`config.mk`:
```
export PLATFORM = sky130hd
export DESIGN_NAME = ct_src_arbiter
export DESIGN_NICKNAME = d
export VERILOG_FILES = /design/src/rtl/ct_pkg.sv /design/src/rtl/ct_arrival.sv /design/src/rtl/ct_order_fifo.sv /design/src/rtl/ct_sweep_engine.sv /design/src/rtl/ct_src_arbiter.sv
export SDC_FILE = /design/constraint.sdc
export NUM_CORES = 1
export LEC_CHECK = 0
export CORE_AREA = 2 2 67 69
export CTS_CLUSTER_SIZE = 8
export DETAILED_ROUTE_END_ITERATION = 6
export DIE_AREA = 0 0 69 71
export DONT_BUFFER_PORTS = 1
export PLACE_DENSITY = 0.88
export SLEW_MARGIN = 30
export SYNTH_ARGS = -nofsm -noshare
export SYNTH_HDL_FRONTEND = slang
export SYNTH_SLANG_ARGS = --single-unit
export TNS_END_PERCENT = 30
```
`constraint.sdc`:
```
create_clock -name clk -period 10 [get_ports clk]
set_input_delay 2.5 -clock clk [delete_from_list [all_inputs] [get_ports clk]]
set_output_delay 2.5 -clock clk [all_outputs]
set_load 0.05 [all_outputs]
```
`src/rtl/ct_pkg.sv`:
```
package ct_pkg;
  // Modular increment for node indices when the node count need not be a power of two.
  function automatic int unsigned wrap_add(int unsigned base, int unsigned step, int unsigned n);
    return (base + step) % n;
  endfunction
endpackage

```
`src/rtl/ct_arrival.sv`:
```
module ct_arrival #(
  parameter int N_NODES = 4
) (
  input  logic                            clk,
  input  logic                            rst_n,
  input  logic                            clear_i,
  input  logic                            open_i,
  input  logic [N_NODES-1:0]              src_req_i,
  output logic [$clog2(N_NODES+1)-1:0]    push_cnt_o,
  output logic [N_NODES-1:0][((N_NODES>1)?$clog2(N_NODES):1)-1:0] push_ids_o
);
  import ct_pkg::*;
  localparam int IW = (N_NODES > 1) ? $clog2(N_NODES) : 1;
  localparam int CW = $clog2(N_NODES + 1);

  logic [N_NODES-1:0] taken_q, taken_d, fresh;
  logic [IW-1:0]      rot_q, rot_d;
  logic [CW-1:0]      cnt;

  // Scan sources from the rotation pointer upward; the scan order is the tie order.
  always_comb begin
    fresh      = '0;
    push_ids_o = '0;
    cnt        = '0;
    for (int k = 0; k < N_NODES; k++) begin
      if (open_i && src_req_i[IW'(wrap_add(int'(rot_q), k, N_NODES))]
          && !taken_q[IW'(wrap_add(int'(rot_q), k, N_NODES))]) begin
        fresh[IW'(wrap_add(int'(rot_q), k, N_NODES))] = 1'b1;
        push_ids_o[cnt[IW-1:0]] = IW'(wrap_add(int'(rot_q), k, N_NODES));
        cnt = cnt + CW'(1);
      end
    end
    push_cnt_o = cnt;
    taken_d    = clear_i ? '0 : (taken_q | fresh);
    rot_d      = (cnt > CW'(1)) ? IW'(wrap_add(int'(rot_q), 1, N_NODES)) : rot_q;
  end

  always_ff @(posedge clk or negedge rst_n) begin
    if (!rst_n) begin
      taken_q <= '0;
      rot_q   <= '0;
    end else begin
      taken_q <= taken_d;
      rot_q   <= rot_d;
    end
  end
endmodule

```
`src/rtl/ct_order_fifo.sv`:
```
module ct_order_fifo #(
  parameter int N_NODES = 4
) (
  input  logic                            clk,
  input  logic                            rst_n,
  input  logic [$clog2(N_NODES+1)-1:0]    push_cnt_i,
  input  logic [N_NODES-1:0][((N_NODES>1)?$clog2(N_NODES):1)-1:0] push_ids_i,
  input  logic                            pop_i,
  output logic [((N_NODES>1)?$clog2(N_NODES):1)-1:0] head_o,
  output logic                            empty_o
);
  import ct_pkg::*;
  localparam int IW = (N_NODES > 1) ? $clog2(N_NODES) : 1;
  localparam int CW = $clog2(N_NODES + 1);

  logic [N_NODES-1:0][IW-1:0] mem_q, mem_d;
  logic [IW-1:0]              rd_q, rd_d;
  logic [CW-1:0]              cnt_q, cnt_d;

  // Several entries may land in one cycle; they fill consecutive slots after the tail.
  always_comb begin
    mem_d = mem_q;
    for (int k = 0; k < N_NODES; k++) begin
      if (CW'(k) < push_cnt_i)
        mem_d[IW'(wrap_add(int'(rd_q), int'(cnt_q) + k, N_NODES))] = push_ids_i[k];
    end
    rd_d  = pop_i ? IW'(wrap_add(int'(rd_q), 1, N_NODES)) : rd_q;
    cnt_d = cnt_q + push_cnt_i - (pop_i ? CW'(1) : CW'(0));
  end

  assign head_o  = mem_q[rd_q];
  assign empty_o = (cnt_q == '0);

  always_ff @(posedge clk or negedge rst_n) begin
    if (!rst_n) begin
      mem_q <= '0;
      rd_q  <= '0;
      cnt_q <= '0;
    end else begin
      mem_q <= mem_d;
      rd_q  <= rd_d;
      cnt_q <= cnt_d;
    end
  end
endmodule

```
`src/rtl/ct_sweep_engine.sv`:
```
module ct_sweep_engine #(
  parameter int N_NODES = 4
) (
  input  logic                 clk,
  input  logic                 rst_n,
  input  logic                 empty_i,
  input  logic [((N_NODES>1)?$clog2(N_NODES):1)-1:0] head_i,
  input  logic [N_NODES-1:0]   dst_rdy_i,
  output logic                 pop_o,
  output logic                 beat_o,
  output logic                 sweep_end_o,
  output logic [((N_NODES>1)?$clog2(N_NODES):1)-1:0] src_o,
  output logic [((N_NODES>1)?$clog2(N_NODES):1)-1:0] dst_o
);
  localparam int IW = (N_NODES > 1) ? $clog2(N_NODES) : 1;
  localparam logic [IW-1:0] LAST_DST = IW'(N_NODES - 1);

  logic          busy_q, busy_d;
  logic [IW-1:0] src_q, src_d, dst_q, dst_d;

  assign pop_o       = !busy_q && !empty_i;
  assign beat_o      = busy_q && dst_rdy_i[dst_q];
  assign sweep_end_o = beat_o && (dst_q == LAST_DST);
  assign src_o       = src_q;
  assign dst_o       = dst_q;

  always_comb begin
    busy_d = busy_q;
    src_d  = src_q;
    dst_d  = dst_q;
    if (pop_o) begin
      busy_d = 1'b1;
      src_d  = head_i;
      dst_d  = '0;
    end else if (beat_o) begin
      if (dst_q == LAST_DST) begin
        busy_d = 1'b0;
        dst_d  = '0;
      end else begin
        dst_d  = dst_q + IW'(1);
      end
    end
  end

  always_ff @(posedge clk or negedge rst_n) begin
    if (!rst_n) begin
      busy_q <= 1'b0;
      src_q  <= '0;
      dst_q  <= '0;
    end else begin
      busy_q <= busy_d;
      src_q  <= src_d;
      dst_q  <= dst_d;
    end
  end
endmodule

```
`src/rtl/ct_src_arbiter.sv`:
```
module ct_src_arbiter #(
  parameter int N_NODES = 4
) (
  input  logic                 clk,
  input  logic                 rst_n,
  input  logic                 ct_start,
  input  logic [N_NODES-1:0]   src_req,
  input  logic [N_NODES-1:0]   dst_rdy,
  output logic                 xfer_valid,
  output logic [((N_NODES>1)?$clog2(N_NODES):1)-1:0] xfer_src,
  output logic [((N_NODES>1)?$clog2(N_NODES):1)-1:0] xfer_dst,
  output logic [N_NODES-1:0]   src_done,
  output logic                 ct_done
);
  localparam int IW = (N_NODES > 1) ? $clog2(N_NODES) : 1;
  localparam int CW = $clog2(N_NODES + 1);

  logic                       open_q, open_d, start_ok;
  logic [CW-1:0]              fin_q, fin_d;
  logic [N_NODES-1:0]         sdone_q, sdone_d;
  logic                       cdone_q, cdone_d;
  logic [CW-1:0]              push_cnt;
  logic [N_NODES-1:0][IW-1:0] push_ids;
  logic                       pop, empty, sweep_end;
  logic [IW-1:0]              head;

  assign start_ok = ct_start && !open_q;

  ct_arrival #(.N_NODES(N_NODES)) u_arrival (
    .clk(clk), .rst_n(rst_n), .clear_i(start_ok), .open_i(open_q),
    .src_req_i(src_req), .push_cnt_o(push_cnt), .push_ids_o(push_ids)
  );

  ct_order_fifo #(.N_NODES(N_NODES)) u_fifo (
    .clk(clk), .rst_n(rst_n), .push_cnt_i(push_cnt), .push_ids_i(push_ids),
    .pop_i(pop), .head_o(head), .empty_o(empty)
  );

  ct_sweep_engine #(.N_NODES(N_NODES)) u_engine (
    .clk(clk), .rst_n(rst_n), .empty_i(empty), .head_i(head), .dst_rdy_i(dst_rdy),
    .pop_o(pop), .beat_o(xfer_valid), .sweep_end_o(sweep_end),
    .src_o(xfer_src), .dst_o(xfer_dst)
  );

  always_comb begin
    open_d  = open_q;
    fin_d   = fin_q;
    sdone_d = '0;
    cdone_d = 1'b0;
    if (start_ok) begin
      open_d = 1'b1;
      fin_d  = '0;
    end
    if (sweep_end) begin
      sdone_d[xfer_src] = 1'b1;
      if (fin_q == CW'(N_NODES - 1)) begin
        fin_d   = '0;
        open_d  = 1'b0;
        cdone_d = 1'b1;
      end else begin
        fin_d   = fin_q + CW'(1);
      end
    end
  end

  always_ff @(posedge clk or negedge rst_n) begin
    if (!rst_n) begin
      open_q  <= 1'b0;
      fin_q   <= '0;
      sdone_q <= '0;
      cdone_q <= 1'b0;
    end else begin
      open_q  <= open_d;
      fin_q   <= fin_d;
      sdone_q <= sdone_d;
      cdone_q <= cdone_d;
    end
  end

  assign src_done = sdone_q;
  assign ct_done  = cdone_q;
endmodule

```
==> flow_summary.yaml <==
outcome:
  status: "finished, final reports clean"
power_and_ir_drop:
  p_sw_mw: 0.542
  p_leak_nw: 1.21
  internal_power_mw: 0.511
  power.density_nw_per_um2: 360
  pwr-share-seq_pct: 27.2
  comb_power_share_pct: 60.3
  vdd_drop_max_mv: 0.134
  clockPowerShare_pct: 12.4
  switching_share_pct: 51.5
routing:
  drt_iter0_markers: 325
  drc: 0
  drtPass1Iterations: 5
  vias_per_cell: 7.43
  antenna_left: 0
  wl_per_cell_um: 20.7
  routed_wirelength_um: 7210
  num_vias: 2585
clock_tree:
  clk_latency_ns: 0.29
  clockBufferDepth: 2
  hold_buffers: 0
  cts_root_buf: "clkbuf_8"
  htree_levels: 2
  cts_setup_buffers: 0
  cts_sinks: 33
  cts_tree: "built"
  numCtsBuffers: 5
  cts_resized: 0
  clk_pin_slew_ns: 0.07
synthesis:
  synth_nets: 332
  synthFlopType: "dfrtp_1"
  yosys_warnings: 0
  synth-edff-count: 0
  synth_xor_area_share_pct: 4.05
  synth_adder_area_share_pct: 8.27
  syn-cell-area_um2: 2810
  synth-compound-area-share_pct: 22.1
  synth_top_family_by_area: "simple AND/OR/NAND/NOR gates"
  ys_seq_area_share_pct: 29.3
  synth-simple-area-share_pct: 22.4
  ys_ff_latch: 33
  synthMuxAreaShare_pct: 9.56
  syn_avg_cell_area_um2: 9.29
  synth_cell_types: 70
  synthCells: 303
  ys_async_sr_fraction_pct: 100
global_route:
  grt_pass1_wl_um: 11500
  grt-ovfl-total: 0
  grt_pass1_vias: 2419
  antenna_found_initial: 0
  grt_max_degree: 34
  track_usage_pct: 29.3
timing:
  drv_slew: 0
  relSlewSlack_pct: 42.5
  fmax_mhz: 160
  fin_hold_ws_ns: 0.508
  rsz0062_at_grt: "false"
  fin_crit_ns: 6.26
  hold_violations: 0
  setup_violations: 0
  worstMarginPinSlew_ns: 0.862
  tns_ns: 0
  fin_crit_sh_pct: 62.6
  skew_ns: 0.00505
critical_path:
  rrSetupSlack_ns: 3.90
  timing.critical_path.mode_cell: "xnor2_1"
  path_buf_inv: 0
  crit_fanout: 19
  arrival_ns: 6.47
  cp_data_required_time_ns: 10.21
  crit_path_start_kind: "input port"
  slowest_delay_ns: 0.70
  critPathKind: "in -> reg"
  cpMaxStageDelayCell: "ha_1"
  cp-end-kind: "register"
  cp_top_family: "adder cells"
  path_cells: "nor2b_1 > mux2i_1 > a21oi_1 > ha_1 > nand2b_1 > nor2_1 > a22oi_1 > and2_1 > ha_1 > fa_1 > xnor2_1 > xnor2_1 > xnor2_1"
placement:
  portBuffers: 0
  placed_cells: 340
  hpwl_um: 4880
  postPlaceCellArea_um2: 2810
  gp_congestion: 0.984
cells_and_area:
  final_cell_mix: "33 x dfrtp_1, 25 x nand2_1, 21 x nor2_1"
  fillCellCount: 296
  stdcell_count: 348
  drive_gt1_share_pct: 11.1
  mostFrequentLayoutCell: "dfrtp_1"
  fin_area_um2: 2930
  final_nets: 324
  seq_area_um2: 826
  area_delta_synth_final_pct: 4.00
  multiInputGateArea_um2: 1870
  antenna_cells: 0
floorplan:
  std_cell_rows: 24
  die-area_um2: 4900
  fp.dieH_um: 71
  core_um2: 4200
  die_x_um: 69
  start_util_pct: 66.9
  ios: 21
hold_path:
  hold_class: "reg -> reg"
flow_run:
  drv_cap: 0
[Yosys cell counts (4+ instances only)]
library cell / number / area (µm²)
dfrtp_1: 33 / 826
nand2_1: 25 / 93.8
nor2_1: 21 / 78.8
ha_1: 17 / 213
a21oi_1: 14 / 70.1
nand3_1: 14 / 70.1
inv_1: 13 / 48.8
xnor2_1: 12 / 105
clkbuf_1: 10 / 37.5
mux2i_1: 10 / 100
o21ai_0: 10 / 50.1
mux2_2: 9 / 101
nor2b_1: 8 / 50.1
nor3_1: 7 / 35.0
nand2b_1: 6 / 37.5
a221o_1: 5 / 50.1
a222oi_1: 4 / 40.0
a31oi_1: 4 / 25.0
buf_2: 4 / 20.0
[state kept, by name, indices dropped and copies added (netlist names), 2 cells and up]
signal / flops
fin_q: 3
u_arrival.taken_q: 4
u_fifo.cnt_q: 3
u_engine.dst_o: 2
u_engine.src_o: 2
u_arrival.rot_q: 2
u_fifo.mem_q: 8
src_done: 4
u_fifo.rd_q: 2
[layout make-up]
class,count,area share [%]
Clock inverter,1,1.03
Multi-Input combinational cell,241,63.8
Clock buffer,7,2.95
Inverter,14,1.80
Tap cell,52,2.22
Sequential cell,33,28.2
[through the flow]
stage / util, % / setup slack (ns) / power (mW)
2_1_floorplan: - / 4.08 / 0.769
3_3_place_gp: 66.8 / 3.86 / 0.858
3_5_place_dp: 66.8 / 3.64 / 0.891
4_1_cts: 69.6 / 3.83 / 1.03
5_1_grt: 69.6 / 3.45 / 1.12
6_report: 69.6 / 3.74 / 1.05
[layer usage]
layer  track usage [%]  up-vias  share of wire (%)
met2              47.4      154                 47
li1                  -     1128                  -
met4              13.1        0                4.0
met1              38.9     1264                 41
met3              4.84       39                7.9
met5                 0        -                  0
[worst reg2reg max path, delay by kind of cell, from the launching register on]
family	cells	cell delay (ns)
and+or+nand+nor	5	1.05
DFF	1	0.91
xor gates and xnor gates	3	0.49
AOI/OAI and AO/OA	3	1.06
adders and majority gates	4	1.97
buffers and inverters	1	0.56
[final timing paths]
check / startpoint / endpoint / cells after the start
min in group asynchronous: rst_n / u_arrival.taken_q[1] / 0
min reg2reg: u_engine.busy_q / u_engine.busy_q / 1
max reg2reg: u_arrival.rot_q[0] / u_fifo.cnt_q[2] / 16
max in group asynchronous: rst_n / u_fifo.cnt_q[0] / 0
min: u_engine.busy_q / u_engine.busy_q / 1
max: src_req[2] / u_fifo.cnt_q[2] / 13
[cell families (layout without fill, tap and decap cells)]
group,count (synthesis),count (layout)
AO/OA/AOI/OAI,78,78
XOR/XNOR,13,13
adder cells (fa/ha/maj),18,18
buffers and inverters,29,22
flip-flops,33,33
multiplexers,22,22
AND/OR/NAND/NOR,110,110
[power by group through the flow]
stage,Clock (mW),Sequential (mW),Combinational [mW]
after floorplan,0,0.249,0.520
after global placement,0,0.282,0.576
after detailed placement,0,0.286,0.605
after CTS,0.130,0.285,0.617
after global routing,0.138,0.293,0.687
final,0.131,0.287,0.635
(Power assumes the default switching activity.)
